==> src/rtl/i2cfe_pkg.sv <==
package i2cfe_pkg;

   // register map of the front end
   typedef enum logic [2:0] {
      RA_CTRL   = 3'd0,
      RA_TARGET = 3'd1,
      RA_DATA   = 3'd2,
      RA_STATUS = 3'd3,
      RA_ENABLE = 3'd4,
      RA_ENSTAT = 3'd5
   } reg_addr_e;

   // request kinds handed to the byte engine
   typedef enum logic [1:0] {
      OP_BYTE  = 2'd0,
      OP_START = 2'd1,
      OP_STOP  = 2'd2
   } eng_op_e;

   typedef enum logic [1:0] {
      SQ_IDLE,
      SQ_XFER,
      SQ_SEAM,
      SQ_STOP
   } seq_state_e;

   localparam int unsigned CTRL_RESTART_BIT = 5;
   localparam int unsigned CTRL_HOLD_BIT    = 7;

endpackage

==> src/rtl/i2cfe_fifo.sv <==
module i2cfe_fifo #(
   parameter int DEPTH = 16,
   parameter int WIDTH = 9
) (
   input  logic             clk,
   input  logic             rst_n,
   input  logic             push,
   input  logic [WIDTH-1:0] wdata,
   input  logic             pop,
   output logic [WIDTH-1:0] rdata,
   output logic             empty,
   output logic             full
);

   localparam int AW = (DEPTH > 1) ? $clog2(DEPTH) : 1;
   localparam int CW = $clog2(DEPTH + 1);

   generate
      if (DEPTH < 2) begin : g_depth_bad
         $error("i2cfe_fifo: DEPTH must be at least 2");
      end
      if (WIDTH < 1) begin : g_width_bad
         $error("i2cfe_fifo: WIDTH must be positive");
      end
   endgenerate

   logic [WIDTH-1:0] mem [DEPTH];
   logic [AW-1:0]    wr_ptr, rd_ptr, wr_nxt, rd_nxt;
   logic [CW-1:0]    count;
   logic             push_ok, pop_ok;

   assign push_ok = push && !full;
   assign pop_ok  = pop && !empty;

   // pointer wrap: free-running for a power of two, compare otherwise
   generate
      if (DEPTH == (1 << AW)) begin : g_wrap_pow2
         assign wr_nxt = wr_ptr + 1'b1;
         assign rd_nxt = rd_ptr + 1'b1;
      end else begin : g_wrap_cmp
         assign wr_nxt = (wr_ptr == AW'(DEPTH - 1)) ? '0 : wr_ptr + 1'b1;
         assign rd_nxt = (rd_ptr == AW'(DEPTH - 1)) ? '0 : rd_ptr + 1'b1;
      end
   endgenerate

   always_ff @(posedge clk) begin
      if (push_ok) mem[wr_ptr] <= wdata;
   end

   always_ff @(posedge clk) begin
      if (!rst_n) begin
         wr_ptr <= '0;
         rd_ptr <= '0;
         count  <= '0;
      end else begin
         if (push_ok) wr_ptr <= wr_nxt;
         if (pop_ok)  rd_ptr <= rd_nxt;
         case ({push_ok, pop_ok})
            2'b10:   count <= count + 1'b1;
            2'b01:   count <= count - 1'b1;
            default: count <= count;
         endcase
      end
   end

   assign rdata = mem[rd_ptr];
   assign empty = (count == '0);
   assign full  = (count == CW'(DEPTH));

   // a push into a full queue leaves the occupancy unchanged
   a_r3_no_overflow: assert property (@(posedge clk) disable iff (!rst_n)
      (push && full && !pop) |=> (count == $past(count)));

endmodule

==> src/rtl/i2cfe_seq.sv <==
module i2cfe_seq
   import i2cfe_pkg::*;
#(
   parameter int DW = 8
) (
   input  logic          clk,
   input  logic          rst_n,
   input  logic          enable,
   input  logic          stop_hold,
   input  logic          restart_en,
   input  logic          cmd_empty,
   input  logic [DW:0]   cmd_head,
   output logic          cmd_pop,
   output logic          latch_addr,
   output logic          busy,
   output logic          rx_push,
   output logic [DW-1:0] rx_byte,
   output logic          eng_req,
   output eng_op_e       eng_op,
   output logic          eng_rd,
   output logic [DW-1:0] eng_byte,
   input  logic          eng_done,
   input  logic [DW-1:0] eng_rxd
);

   seq_state_e    state_q, state_d;
   eng_op_e       op_q, op_d;
   logic          rd_q, rd_d, dir_q, dir_d;
   logic [DW-1:0] byte_q, byte_d;
   logic          head_rd, dir_flip;

   assign head_rd  = cmd_head[DW];
   assign dir_flip = (head_rd != dir_q);

   always_comb begin
      state_d    = state_q;
      op_d       = op_q;
      rd_d       = rd_q;
      dir_d      = dir_q;
      byte_d     = byte_q;
      cmd_pop    = 1'b0;
      latch_addr = 1'b0;
      case (state_q)
         SQ_IDLE: begin
            if (enable && !cmd_empty) begin
               cmd_pop    = 1'b1;
               latch_addr = 1'b1;
               op_d       = OP_START;
               rd_d       = head_rd;
               dir_d      = head_rd;
               byte_d     = cmd_head[DW-1:0];
               state_d    = SQ_XFER;
            end
         end
         SQ_XFER: begin
            if (eng_done) state_d = SQ_SEAM;
         end
         SQ_SEAM: begin
            if (enable && !cmd_empty) begin
               if (dir_flip && !restart_en) begin
                  op_d    = OP_STOP;
                  rd_d    = 1'b0;
                  state_d = SQ_STOP;
               end else begin
                  cmd_pop = 1'b1;
                  op_d    = dir_flip ? OP_START : OP_BYTE;
                  rd_d    = head_rd;
                  dir_d   = head_rd;
                  byte_d  = cmd_head[DW-1:0];
                  state_d = SQ_XFER;
               end
            end else if (!(enable && stop_hold)) begin
               op_d    = OP_STOP;
               rd_d    = 1'b0;
               state_d = SQ_STOP;
            end
         end
         SQ_STOP: begin
            if (eng_done) state_d = SQ_IDLE;
         end
         default: state_d = SQ_IDLE;
      endcase
   end

   always_ff @(posedge clk) begin
      if (!rst_n) begin
         state_q <= SQ_IDLE;
         op_q    <= OP_BYTE;
         rd_q    <= 1'b0;
         dir_q   <= 1'b0;
         byte_q  <= '0;
      end else begin
         state_q <= state_d;
         op_q    <= op_d;
         rd_q    <= rd_d;
         dir_q   <= dir_d;
         byte_q  <= byte_d;
      end
   end

   assign eng_req  = (state_q == SQ_XFER) || (state_q == SQ_STOP);
   assign eng_op   = op_q;
   assign eng_rd   = rd_q;
   assign eng_byte = byte_q;
   assign busy     = (state_q != SQ_IDLE);
   assign rx_push  = (state_q == SQ_XFER) && eng_done && rd_q;
   assign rx_byte  = eng_rxd;

   // a request is never withdrawn or altered before the engine finishes
   a_r9_req_stable: assert property (@(posedge clk) disable iff (!rst_n)
      (eng_req && !eng_done) |=> (eng_req && $stable(eng_op) && $stable(eng_byte) && $stable(eng_rd)));

   // holding with an empty queue and stop-hold set makes no request
   a_r7_hold_no_stop: assert property (@(posedge clk) disable iff (!rst_n)
      (state_q == SQ_SEAM && enable && stop_hold && cmd_empty) |=> !eng_req);

   // leaving idle always begins with a START
   a_r5_first_start: assert property (@(posedge clk) disable iff (!rst_n)
      ($rose(eng_req) && $past(state_q == SQ_IDLE)) |-> (eng_op == OP_START));

endmodule

==> src/rtl/i2c_cmd_frontend.sv <==
module i2c_cmd_frontend
   import i2cfe_pkg::*;
#(
   parameter int DATA_W   = 8,
   parameter int ADDR_W   = 7,
   parameter int TX_DEPTH = 16,
   parameter int RX_DEPTH = 16
) (
   input  logic              clk,
   input  logic              rst_n,
   input  logic              reg_wr,
   input  logic              reg_rd,
   input  logic [2:0]        reg_addr,
   input  logic [DATA_W:0]   reg_wdata,
   output logic [DATA_W-1:0] reg_rdata,
   output logic              tx_ovf,
   output logic              rx_unf,
   output logic              eng_req,
   output logic [1:0]        eng_op,
   output logic              eng_rd,
   output logic [ADDR_W-1:0] eng_addr,
   output logic [DATA_W-1:0] eng_byte,
   input  logic              eng_done,
   input  logic [DATA_W-1:0] eng_rxd
);

   localparam int CMD_W = DATA_W + 1;

   generate
      if (DATA_W < 8) begin : g_dw_bad
         $error("i2c_cmd_frontend: DATA_W must be at least 8");
      end
      if (ADDR_W > DATA_W) begin : g_aw_bad
         $error("i2c_cmd_frontend: ADDR_W must not exceed DATA_W");
      end
   endgenerate

   logic              ctrl_hold_q, ctrl_restart_q, en_q, en_stat_q;
   logic [ADDR_W-1:0] tgt_q, addr_q;

   logic              tx_push, tx_pop, tx_empty, tx_full;
   logic [CMD_W-1:0]  tx_head;
   logic              rx_push, rx_pop, rx_empty, rx_full;
   logic [DATA_W-1:0] rx_head, rx_in;
   logic              busy, latch_addr;
   eng_op_e           op_int;

   logic wr_ctrl, wr_tgt, wr_data, wr_en, rd_data;
   assign wr_ctrl = reg_wr && (reg_addr == RA_CTRL);
   assign wr_tgt  = reg_wr && (reg_addr == RA_TARGET);
   assign wr_data = reg_wr && (reg_addr == RA_DATA);
   assign wr_en   = reg_wr && (reg_addr == RA_ENABLE);
   assign rd_data = reg_rd && (reg_addr == RA_DATA);

   assign tx_push = wr_data;
   assign tx_ovf  = wr_data && tx_full;
   assign rx_pop  = rd_data;
   assign rx_unf  = rd_data && rx_empty;

   always_ff @(posedge clk) begin
      if (!rst_n) begin
         ctrl_hold_q    <= 1'b0;
         ctrl_restart_q <= 1'b0;
         en_q           <= 1'b0;
         en_stat_q      <= 1'b0;
         tgt_q          <= '0;
         addr_q         <= '0;
      end else begin
         if (wr_ctrl) begin
            ctrl_hold_q    <= reg_wdata[CTRL_HOLD_BIT];
            ctrl_restart_q <= reg_wdata[CTRL_RESTART_BIT];
         end
         if (wr_en) en_q <= reg_wdata[0];
         // status follows the request, but stays up until the sequencer is idle
         en_stat_q <= en_q || busy;
         if (wr_tgt && tx_empty && !busy) tgt_q <= reg_wdata[ADDR_W-1:0];
         if (latch_addr) addr_q <= tgt_q;
      end
   end

   i2cfe_fifo #(.DEPTH(TX_DEPTH), .WIDTH(CMD_W)) u_txq (
      .clk(clk), .rst_n(rst_n),
      .push(tx_push), .wdata(reg_wdata),
      .pop(tx_pop), .rdata(tx_head),
      .empty(tx_empty), .full(tx_full)
   );

   i2cfe_fifo #(.DEPTH(RX_DEPTH), .WIDTH(DATA_W)) u_rxq (
      .clk(clk), .rst_n(rst_n),
      .push(rx_push), .wdata(rx_in),
      .pop(rx_pop), .rdata(rx_head),
      .empty(rx_empty), .full(rx_full)
   );

   i2cfe_seq #(.DW(DATA_W)) u_seq (
      .clk(clk), .rst_n(rst_n),
      .enable(en_q), .stop_hold(ctrl_hold_q), .restart_en(ctrl_restart_q),
      .cmd_empty(tx_empty), .cmd_head(tx_head), .cmd_pop(tx_pop),
      .latch_addr(latch_addr), .busy(busy),
      .rx_push(rx_push), .rx_byte(rx_in),
      .eng_req(eng_req), .eng_op(op_int), .eng_rd(eng_rd), .eng_byte(eng_byte),
      .eng_done(eng_done), .eng_rxd(eng_rxd)
   );

   assign eng_op   = op_int;
   assign eng_addr = addr_q;

   always_comb begin
      case (reg_addr)
         RA_CTRL:   reg_rdata = DATA_W'({ctrl_hold_q, 1'b0, ctrl_restart_q, 5'b0});
         RA_TARGET: reg_rdata = DATA_W'(tgt_q);
         RA_DATA:   reg_rdata = rx_empty ? '0 : rx_head;
         RA_STATUS: reg_rdata = DATA_W'({1'b0, busy, rx_full, !rx_empty,
                                         tx_empty, !tx_full, busy || !tx_empty});
         RA_ENABLE: reg_rdata = DATA_W'(en_q);
         RA_ENSTAT: reg_rdata = DATA_W'(en_stat_q);
         default:   reg_rdata = '0;
      endcase
   end

   // the target only moves when the queue was empty and the master idle
   a_r10_target_guard: assert property (@(posedge clk) disable iff (!rst_n)
      !$stable(tgt_q) |-> $past(tx_empty && !busy));

   // an empty-queue read returns zero
   a_r2_underflow_zero: assert property (@(posedge clk) disable iff (!rst_n)
      rx_unf |-> (reg_rdata == '0));

   // enable-status cannot drop while a request is outstanding
   a_r9_enstat_busy: assert property (@(posedge clk) disable iff (!rst_n)
      eng_req |=> en_stat_q);

endmodule

==> config.mk <==
export PLATFORM = sky130hd
export DESIGN_NAME = i2c_cmd_frontend
export DESIGN_NICKNAME = d
export VERILOG_FILES = /design/src/rtl/i2cfe_pkg.sv /design/src/rtl/i2cfe_fifo.sv /design/src/rtl/i2cfe_seq.sv /design/src/rtl/i2c_cmd_frontend.sv
export SDC_FILE = /design/constraint.sdc
export NUM_CORES = 1
export LEC_CHECK = 0
export ABC_AREA = 1
export BUFFER_PORTS_ARGS = -buffer_cell sky130_fd_sc_hd__buf_2
export CORE_MARGIN = 2
export CORE_UTILIZATION = 37
export DETAILED_ROUTE_END_ITERATION = 8
export PLACE_DENSITY_LB_ADDON = 0.25
export SLEW_MARGIN = 20
export SYNTH_ARGS = -nofsm -noshare
export SYNTH_HDL_FRONTEND = slang
export SYNTH_SLANG_ARGS = --single-unit
==> constraint.sdc <==
create_clock -name clk -period 2.6 [get_ports clk]
set_input_delay 0.13 -clock clk [delete_from_list [all_inputs] [get_ports clk]]
set_output_delay 0.13 -clock clk [all_outputs]
set_load 0.005 [all_outputs]
Yosys cells after proc, flatten, opt, wreduce, memory -nomap -nowiden. Memory sizes are Yosys's and may differ from the RTL's. A register that Yosys moved wholly into a read port is not among the register bits. Cells that the tools add are included.

Bits in registers: 58. Output and inout port bits: 29. Memories: 2. RAM bits: 272. Bits of input ports: 25.

Muxes and demuxes: 41. $add $sub $neg: 8. Equality and inequality tests: 21. Reduce and logical (&&, ||, !) cells: 38.

Memories: u_txq.mem (words 16, width 9, rd ports 1, clocked after Yosys merged registers in 1, write ports 1, line i2cfe_fifo.sv:27) `logic [WIDTH-1:0] mem [DEPTH];`; u_rxq.mem (words 16, width 8, rd ports 1, clocked after Yosys merged registers in 1, write ports 1, line i2cfe_fifo.sv:27).

Operator list (number): one-hot mux 8 bit (6 select lines) (1); two-way mux 8 bit (4); one-hot mux 5 bit (2 select lines) (2); logical AND 1 bit (18); two-way mux 2 bit (9); adder 4 x 1 -> 4 bit (second input constant) (4); two-way mux 4 bit (4); one-hot mux 8 bit (2 select lines) (1); two-way mux 1 bit (15); adder 5 x 1 -> 5 bit (second input constant) (2); equality test 5 bit (second input constant) (2); logical NOT 5 bit (2); subtractor 5 x 1 -> 5 bit (second input constant) (2); equality test 2 bit (second input constant) (4); one-hot mux 2 bit (4 select lines) (1); AND reduction 4 bit (2); nonzero test 2 bit (4); equality test 2 x 1 -> 1 bit (second input constant) (3); equality test 3 x 2 -> 1 bit (second input constant) (2); equality test 3 bit (second input constant) (2); logical NOT 1 bit (6); inequality test 2 bit (second input constant) (3); one-hot mux 1 bit (2 select lines) (3); inequality test 2 x 1 -> 1 bit (second input constant) (2); 8 further kinds (10).

Depth between registers and ports, before layout. Gate-level depths: netlist of run 1.

Depth after elaboration: 8. Depth in mapped cells: 27. Gate-level depth less buffers: 24.

Cells and area by module. A second synthesis of run 1 with hierarchy kept.

Cells, all modules: 1270. Area total of the unflattened synthesis: 14508.9 um2.

Modules (own cells, without submodules): i2cfe_fifo (u_txq) (area each 6707.7 um2, sequential area each 4664.5 um2, cells an instance 519, instances 1); i2cfe_fifo (u_rxq) (area each 6047.0 um2, sequential area each 4184.0 um2, cells an instance 477, instances 1); i2c_cmd_frontend (area each 957.2 um2, sequential area each 360.3 um2, cells an instance 160, instances 1); i2cfe_seq (area each 797.0 um2, sequential area each 280.3 um2, cells an instance 114, instances 1).

Least setup slack after synthesis of run 1. OpenSTA, ideal clock, no wires.

Kind: register to register. Start: register with a tool-made name. End: register u_txq.count[4]. Path buffers: 3. Path slack: 0.030 ns. Library setup time: 0.067 ns. Arrival: 2.502 ns. Stages on the path, launching flop included: 24. Period minus slack after synthesis: 2.570 ns. Cells stage by stage: dfxtp_1 > buf_6 > inv_2 > nand3_1 > nand3_2 > nand3_2 > nand3_1 > nand2_2 > nand2_2 > nand3_2 > nand2_4 > buf_2 > ha_1 > clkbuf_1 > xor2_1 > ha_1 > inv_1 > nand2_2 > nand2_2 > nand2_1 > nand2_1 > nand2_1 > nand2_1 > a21oi_2.

RTL lines: to (signal assigned) (line i2cfe_fifo.sv:59) `2'b10: count <= count + 1'b1;`; to (signal assigned) (line i2cfe_fifo.sv:60) `2'b01: count <= count - 1'b1;`; to (signal assigned) (line i2cfe_fifo.sv:61) `default: count <= count;`; to (decl) (line i2cfe_fifo.sv:29) `logic [CW-1:0] count;`.

==> flow_metrics.py, run 1 <==
metrics = {
    "outcome": {
        "outcome": "finished, final reports clean",
    },
    "setup_path": {
        "path_class": "reg -> out",
        "critPathRequiredTime_ps": 2470,
        "startpoint_type": "flip-flop",
        "crit_path_cell_trace": "inv_6 > buf_12 > o21ai_0 > o22ai_1 > o21ai_0 > nand2_1 > nand3_1 > o211ai_1 > buf_2",
        "crit_top_cell": "o21ai_0",
        "end_kind": "primary output",
        "slowest_stage": "dfxtp_2",
        "cp_max_fo": 27,
        "slowest_delay_ps": 400,
        "arrival_ps": 2350,
    },
    "final_layout": {
        "num_antenna_cells": 0,
        "fillers": 3428,
        "drive_above_1_share_pct": 16.6,
        "syn_to_final_growth_pct": 17.8,
        "layout.nets": 1339,
        "final_common_cell": "edfxtp_1",
        "final_cell_mix": "272 x edfxtp_1, 200 x nor2_1, 169 x o21ai_0",
        "postLayoutCellArea_sq_mm": 0.0163,
        "fin_cells": 1792,
    },
    "floorplanning": {
        "die_area_sq_mm": 0.0389,
        "initial_core_util_pct": 37.6,
        "die_w_um": 197,
        "ioPinCount": 54,
        "rows": 70,
        "core_area_sq_mm": 0.0367,
        "die_h_um": 197,
    },
    "yosys": {
        "synth_compound_area_share_pct": 13.6,
        "synth-main-ff-cell": "edfxtp_1",
        "ys_warn_count": 0,
        "syn_area_sq_mm": 0.0138,
        "synthDistinctLibCells": 46,
        "syn_avg_cell_area_sq_um": 11.6,
        "ys_ff_latch": 338,
        "synth_edf_count": 272,
        "synth-xor-area-share_pct": 0.444,
        "syn_inst": 1190,
        "synth_top_family_by_area": "compound AO/OA/AOI/OAI gates",
        "synthAdderAreaFrac_pct": 1.60,
        "syn_nets": 1232,
        "yosysSeqAreaShare_pct": 68.7,
        "synth.area.mux_share_pct": 0,
        "async_flop_share_pct": 0,
        "yosys.area_share.simple_pct": 11.6,
    },
    "cts": {
        "cts_htree_levels": 2,
        "worstSkewPairLatency_ps": 520,
        "cts_buffer_depth": 3,
        "cts_buffers": 38,
        "clockRootBuffer": "clkbuf_16",
        "clk_pin_slew_ps": 60,
        "cts_sinks": 338,
        "cts_tree": "built",
    },
    "pwr": {
        "vdd_drop_max_mv": 0.532,
        "p_leak_nw": 5.83,
        "finalPower_mw": 11.7,
        "p_per_area_mw_per_mm2": 719,
    },
    "grt": {
        "grt_max_degree": 65,
        "grtUsageTotal_pct": 17.7,
        "antenna_found_initial": 2,
        "grt_pass1_vias": 9199,
        "overflow": 0,
        "grt_pass1_wl_um": 52400,
    },
    "placement": {
        "post-place-cells": 1720,
        "port_buffers": 53,
        "place.detailed.hpwl_um": 21600,
        "place_congestion": 0.826,
        "place_area_sq_mm": 0.0149,
    },
    "detailed_routing": {
        "drt_iter0_drc": 617,
        "vias_per_cell": 5.24,
        "final_antenna_net_count": 0,
        "vias": 9384,
        "wl_um": 34000,
        "drc_errors": 0,
        "wl_per_cell_um": 19.0,
        "drtPass1Iterations": 6,
    },
    "sta": {
        "tightest_slew_ps": 799,
        "final.period_utilization_pct": 95.4,
        "hold_violations": 0,
        "fin_hold_ws_ps": 28.7,
        "fin_skew_ps": 21.0,
        "fmax_mhz": 403,
        "slew_headroom_pct": 46.4,
        "finalSetupViolCount": 0,
        "drv_slew": 0,
        "fin_crit_ps": 2480,
    },
    "min_path": {
        "worstHoldStart": "eng_rxd[4]",
        "min_path_type": "in -> reg",
    },
    "flow_run": {
        "maxCapViolations": 0,
    },
}
==> through the flow <==
step                      TNS [ps]  util [%]  worst slack (ps)
final                            0      44.3               121
after global routing         -8.25      44.3             -8.25
after CTS                        0      44.1              14.8
after detailed placement         0      40.7              11.2
after global placement           0      40.7               115
after floorplan                  0         -              30.4
==> final timing paths <==
| check | end | slack (ps) | cells after the start |
|---|---|---|---|
| worst max-delay path | reg_rdata[2] | 120 | 9 |
| worst min-delay path | u_rxq.mem[9][4]$_DFFE_PP_ | 30 | 1 |
| worst max register to register | u_txq.count[4]$_SDFFE_PN0P_ | 180 | 21 |
| worst min register to register | u_seq.eng_op[1]$_SDFFE_PN0P_ | 470 | 2 |
==> metal layers <==
layer	GRT usage [%]	vias to the layer above	wire length, um
met4	4.51	2	610
met1	23.3	4562	15100
li1	-	4529	-
met2	30.6	237	16800
met3	2.71	54	1540
met5	0	-	9
==> timing repair <==
item / CTS / global route
setup buffers: 0 / 1
hold buffers: 4 / 0
gates resized for setup: 1 / 21
setup endpoints to repair: 2 / 11
hold endpoints to repair: 19 / 0
==> cell type report <==
type | count | area (sq um) | share of cell area, %
clock buffer | 53 | 1060 | 6.51
clock inverter | 14 | 173 | 1.06
inverter | 78 | 303 | 1.86
multi-input combinational | 715 | 3810 | 23.4
sequential | 338 | 9500 | 58.4
tap | 468 | 586 | 3.60
timing repair buffer | 126 | 843 | 5.18
==> synthesized netlist by cell type, drive strengths merged (2+ instances only) <==
library cell    n  area (sq um)
a21oi          35           179
a22oi           2          15.0
a31oi          10          62.6
a32o            2          20.0
and3            3          18.8
buf            10          75.1
clkbuf         49           184
dfxtp          66          1320
edfxtp        272          8170
ha             16           200
inv            77           294
nand2         100           403
nand3          39           230
nand4           4          25.0
nor2          204           771
nor3           17           101
nor3b           4          30.0
nor4            3          18.8
o211ai         17           133
o21ai         180           901
o221ai         39           342
o22ai          23           144
o31ai           2          15.0
xnor2           4          35.0
xor2            3          26.3
==> registers in the layout, summed over array words and instances (netlist names), 2 cells and up, named ones only <==
signal / count
u_txq.mem: 144
u_rxq.mem: 128
u_seq.eng_byte: 8
eng_addr: 7
tgt_q: 7
u_rxq.count: 5
u_txq.count: 5
u_rxq.rd_ptr: 4
u_rxq.wr_ptr: 4
u_txq.rd_ptr: 4
u_txq.wr_ptr: 4
u_seq.eng_op: 2
u_seq.state_q: 2
==> cell families after synthesis <==
kind of cell,after synthesis
fa+ha+maj,17
compound gates,317
xor+xnor,7
flops,338
buf+inv,137
simple gates,374
==> critical path, delay by kind of cell, from the launching register on <==
| kind | cells | cell delay, ps |
|---|---|---|
| and+or+nand+nor | 2 | 310 |
| AOI/OAI and AO/OA | 4 | 690 |
| buffers and inverters | 3 | 430 |
| DFF | 1 | 400 |
==> where the power goes <==
| part | internal, mW | switching, mW | total (mW) | leakage (nW) |
|---|---|---|---|---|
| combinational | 0.140 | 0.346 | 0.486 | 2.25 |
| sequential | 5.89 | 0.0435 | 5.93 | 2.98 |
| clock | 3.23 | 2.04 | 5.27 | 0.601 |
(Power assumes the default switching activity.)
==> inputs of run 2 (changes only) <==
--- a/config.mk
+++ b/config.mk
@@ -7,6 +7,8 @@
 export LEC_CHECK = 0
 export ABC_AREA = 1
 export BUFFER_PORTS_ARGS = -buffer_cell sky130_fd_sc_hd__buf_2
+export CELL_PAD_IN_SITES_DETAIL_PLACEMENT = 2
+export CELL_PAD_IN_SITES_GLOBAL_PLACEMENT = 2
 export CORE_MARGIN = 2
 export CORE_UTILIZATION = 37
 export DETAILED_ROUTE_END_ITERATION = 8
==> run 2 against run 1 <==
Global-route usage up 5.8 points. Highest routed layer is now met4. Critical path type is now reg -> reg. Sequential share of layout area down 0.93 points. Clock power down 2%. Combinational power up 23%. Die area unchanged. Clock-buffer cell count up 8. Non-clock buffer count up 24. Fmax down 4.2%.
==> flow_metrics.py, run 2 (synthesis gave the netlist of run 1 again) <==
metrics = {
    "setup_path": {
        "startpoint_type": "flip-flop",
        "critPathRequiredTime_ps": 2990,
        "arrival_ps": 2980,
        "end_kind": "flip-flop",
        "cp_max_fo": 5,
        "path_class": "reg -> reg",
    },
    "grt": {
        "antenna_found_initial": 0,
        "overflow": 0,
        "grt_pass1_vias": 11100,
        "grt_pass1_wl_um": 68500,
        "grtUsageTotal_pct": 23.5,
        "grt_max_degree": 65,
    },
    "pwr": {
        "pwr-share-comb_pct": 5.1,
        "clkPwrFrac_pct": 44.2,
        "p_per_area_mw_per_mm2": 707,
        "p_leak_nw": 5.96,
        "pwr-share-seq_pct": 50.7,
        "vdd_drop_max_mv": 0.398,
        "intPower_mw": 9.05,
        "netSwitchingFraction_pct": 22.6,
        "switchingPower_mw": 2.64,
    },
    "final_layout": {
        "drive_above_1_share_pct": 19.3,
        "top_register": "u_txq.mem",
        "final_cell_mix": "272 x edfxtp_1, 198 x nor2_1, 165 x o21ai_0",
        "fillers": 3664,
        "final_common_cell": "edfxtp_1",
        "multi_input_area_sq_mm": 0.00390,
        "syn_to_final_growth_pct": 19.8,
        "layout.nets": 1364,
        "seq_area_sq_mm": 0.00950,
        "fin_util_pct": 45.1,
        "largest_reg_flops": 144,
        "postLayoutCellArea_sq_mm": 0.0165,
        "num_antenna_cells": 0,
    },
    "cts": {
        "worstSkewPairLatency_ps": 540,
        "clockRootBuffer": "clkbuf_16",
        "cts_htree_levels": 2,
        "cts_tree": "built",
        "cts_buffer_depth": 3,
        "cts_buffers": 38,
        "clk_pin_slew_ps": 60,
        "cts_sinks": 338,
    },
    "sta": {
        "finalSetupViolCount": 0,
        "tightest_slew_ps": 904,
        "final.period_utilization_pct": 99.5,
        "fmax_mhz": 387,
        "fin_hold_ws_ps": 11.2,
        "fin_crit_ps": 2590,
        "hold_violations": 0,
        "fin_skew_ps": 14.5,
        "rsz0062_at_grt": "yes",
        "drv_slew": 0,
        "slew_headroom_pct": 39.4,
    },
    "min_path": {
        "worstHoldStart": "reg_wdata[3]",
        "min_path_type": "in -> reg",
    },
    "detailed_routing": {
        "drt_iter0_drc": 731,
        "wl_per_cell_um": 25.1,
        "final_antenna_net_count": 0,
        "vias_per_cell": 5.57,
        "drc_errors": 0,
        "drtPass1Iterations": 5,
        "vias": 10100,
        "wl_um": 45700,
    },
    "placement": {
        "place.detailed.hpwl_um": 29900,
        "place_area_sq_mm": 0.0150,
        "port_buffers": 53,
        "place_congestion": 0.780,
    },
    "flow_run": {
        "maxCapViolations": 0,
    },
    "floorplanning": {
        "core_area_sq_mm": 0.0367,
        "die_area_sq_mm": 0.0389,
        "initial_core_util_pct": 37.6,
        "die_h_um": 197,
        "ioPinCount": 54,
        "rows": 70,
        "die_w_um": 197,
    },
    "outcome": {
        "outcome": "finished, final reports clean",
    },
}
[run 2: cell count changes in the layout (fill, tap and decap cells not counted), sizes merged]
| cell | delta |
|---|---|
| clkbuf | +8 |
| bufinv | -4 |
| dlygate4sd3 | +5 |
| buf | +19 |
[run 2: worst paths after layout]
path / slack [ps] / cells past startpoint / end
setup / recovery: 10 / 22 / u_txq.count[4]$_SDFFE_PN0P_
hold / removal: 10 / 1 / u_txq.mem[7][3]$_DFFE_PP_
setup reg to reg: 10 / 22 / u_txq.count[4]$_SDFFE_PN0P_
hold reg to reg: 480 / 2 / u_seq.eng_op[1]$_SDFFE_PN0P_
[run 2: power groups by stage]
stage / clock network [mW] / registers (mW) / logic [mW]
6_report: 5.17 / 5.92 / 0.596
4_1_cts: 5.25 / 5.92 / 0.583
2_1_floorplan: 0 / 6.03 / 0.267
5_1_grt: 5.46 / 5.93 / 0.654
3_3_place_gp: 0 / 6.03 / 0.528
3_5_place_dp: 0 / 6.04 / 0.558
[run 2: layout make-up]
class	count	share of cell area, %
clock buffer	61	6.84
clock inverter	9	0.287
inverter	78	1.88
multi-input combinational	715	23.6
sequential	338	57.5
tap	468	3.54
timing repair buffer	150	6.36
timing repair inverter	1	0.0530
[run 2: worst max-delay path, stage by stage, from the launching register on]
cell     delay [ps]
dfxtp_4         370
buf_4           150
nand2_2          80
nand3_2          80
nand3_2          90
nand3_2          80
nand2_2          90
nand2_2          60
nand2_2          80
nand2_2          50
nand3_2          80
nand2_4          60
ha_4            180
nor2_1          290
nor2_4          100
inv_1           120
nor2_2           50
nand2_2          80
nand2_1          50
nand2_1          80
nand2_1          70
nand2_2          70
a21oi_2          60
[run 2: what timing repair did]
| action | in CTS | in global routing |
|---|---|---|
| resized for setup | 18 | 44 |
| endpoints found under the hold margin | 97 | 0 |
| gates cloned | 0 | 1 |
| setup buffers | 0 | 9 |
| endpoints found under the setup margin | 10 | 8 |
| hold buffers | 9 | 0 |
| pin swaps | 0 | 20 |
[run 2: metal layers]
metal  share of wire [%]  GRT usage, %
met1                  45          32.5
met2                  49          39.5
met3                 4.6          2.94
met4                 1.5          5.90
met5                   0             0
[run 2: through the flow]
stage	setup slack (ps)	instances	power, mW	TNS (ps)
after detailed placement	-40.2	1731	6.60	-53.5
after global routing	-147	1820	12.0	-215
final	13.3	1820	11.7	0
after floorplan	30.4	1190	6.30	0
after global placement	107	1731	6.56	0
after CTS	4.34	1810	11.8	0
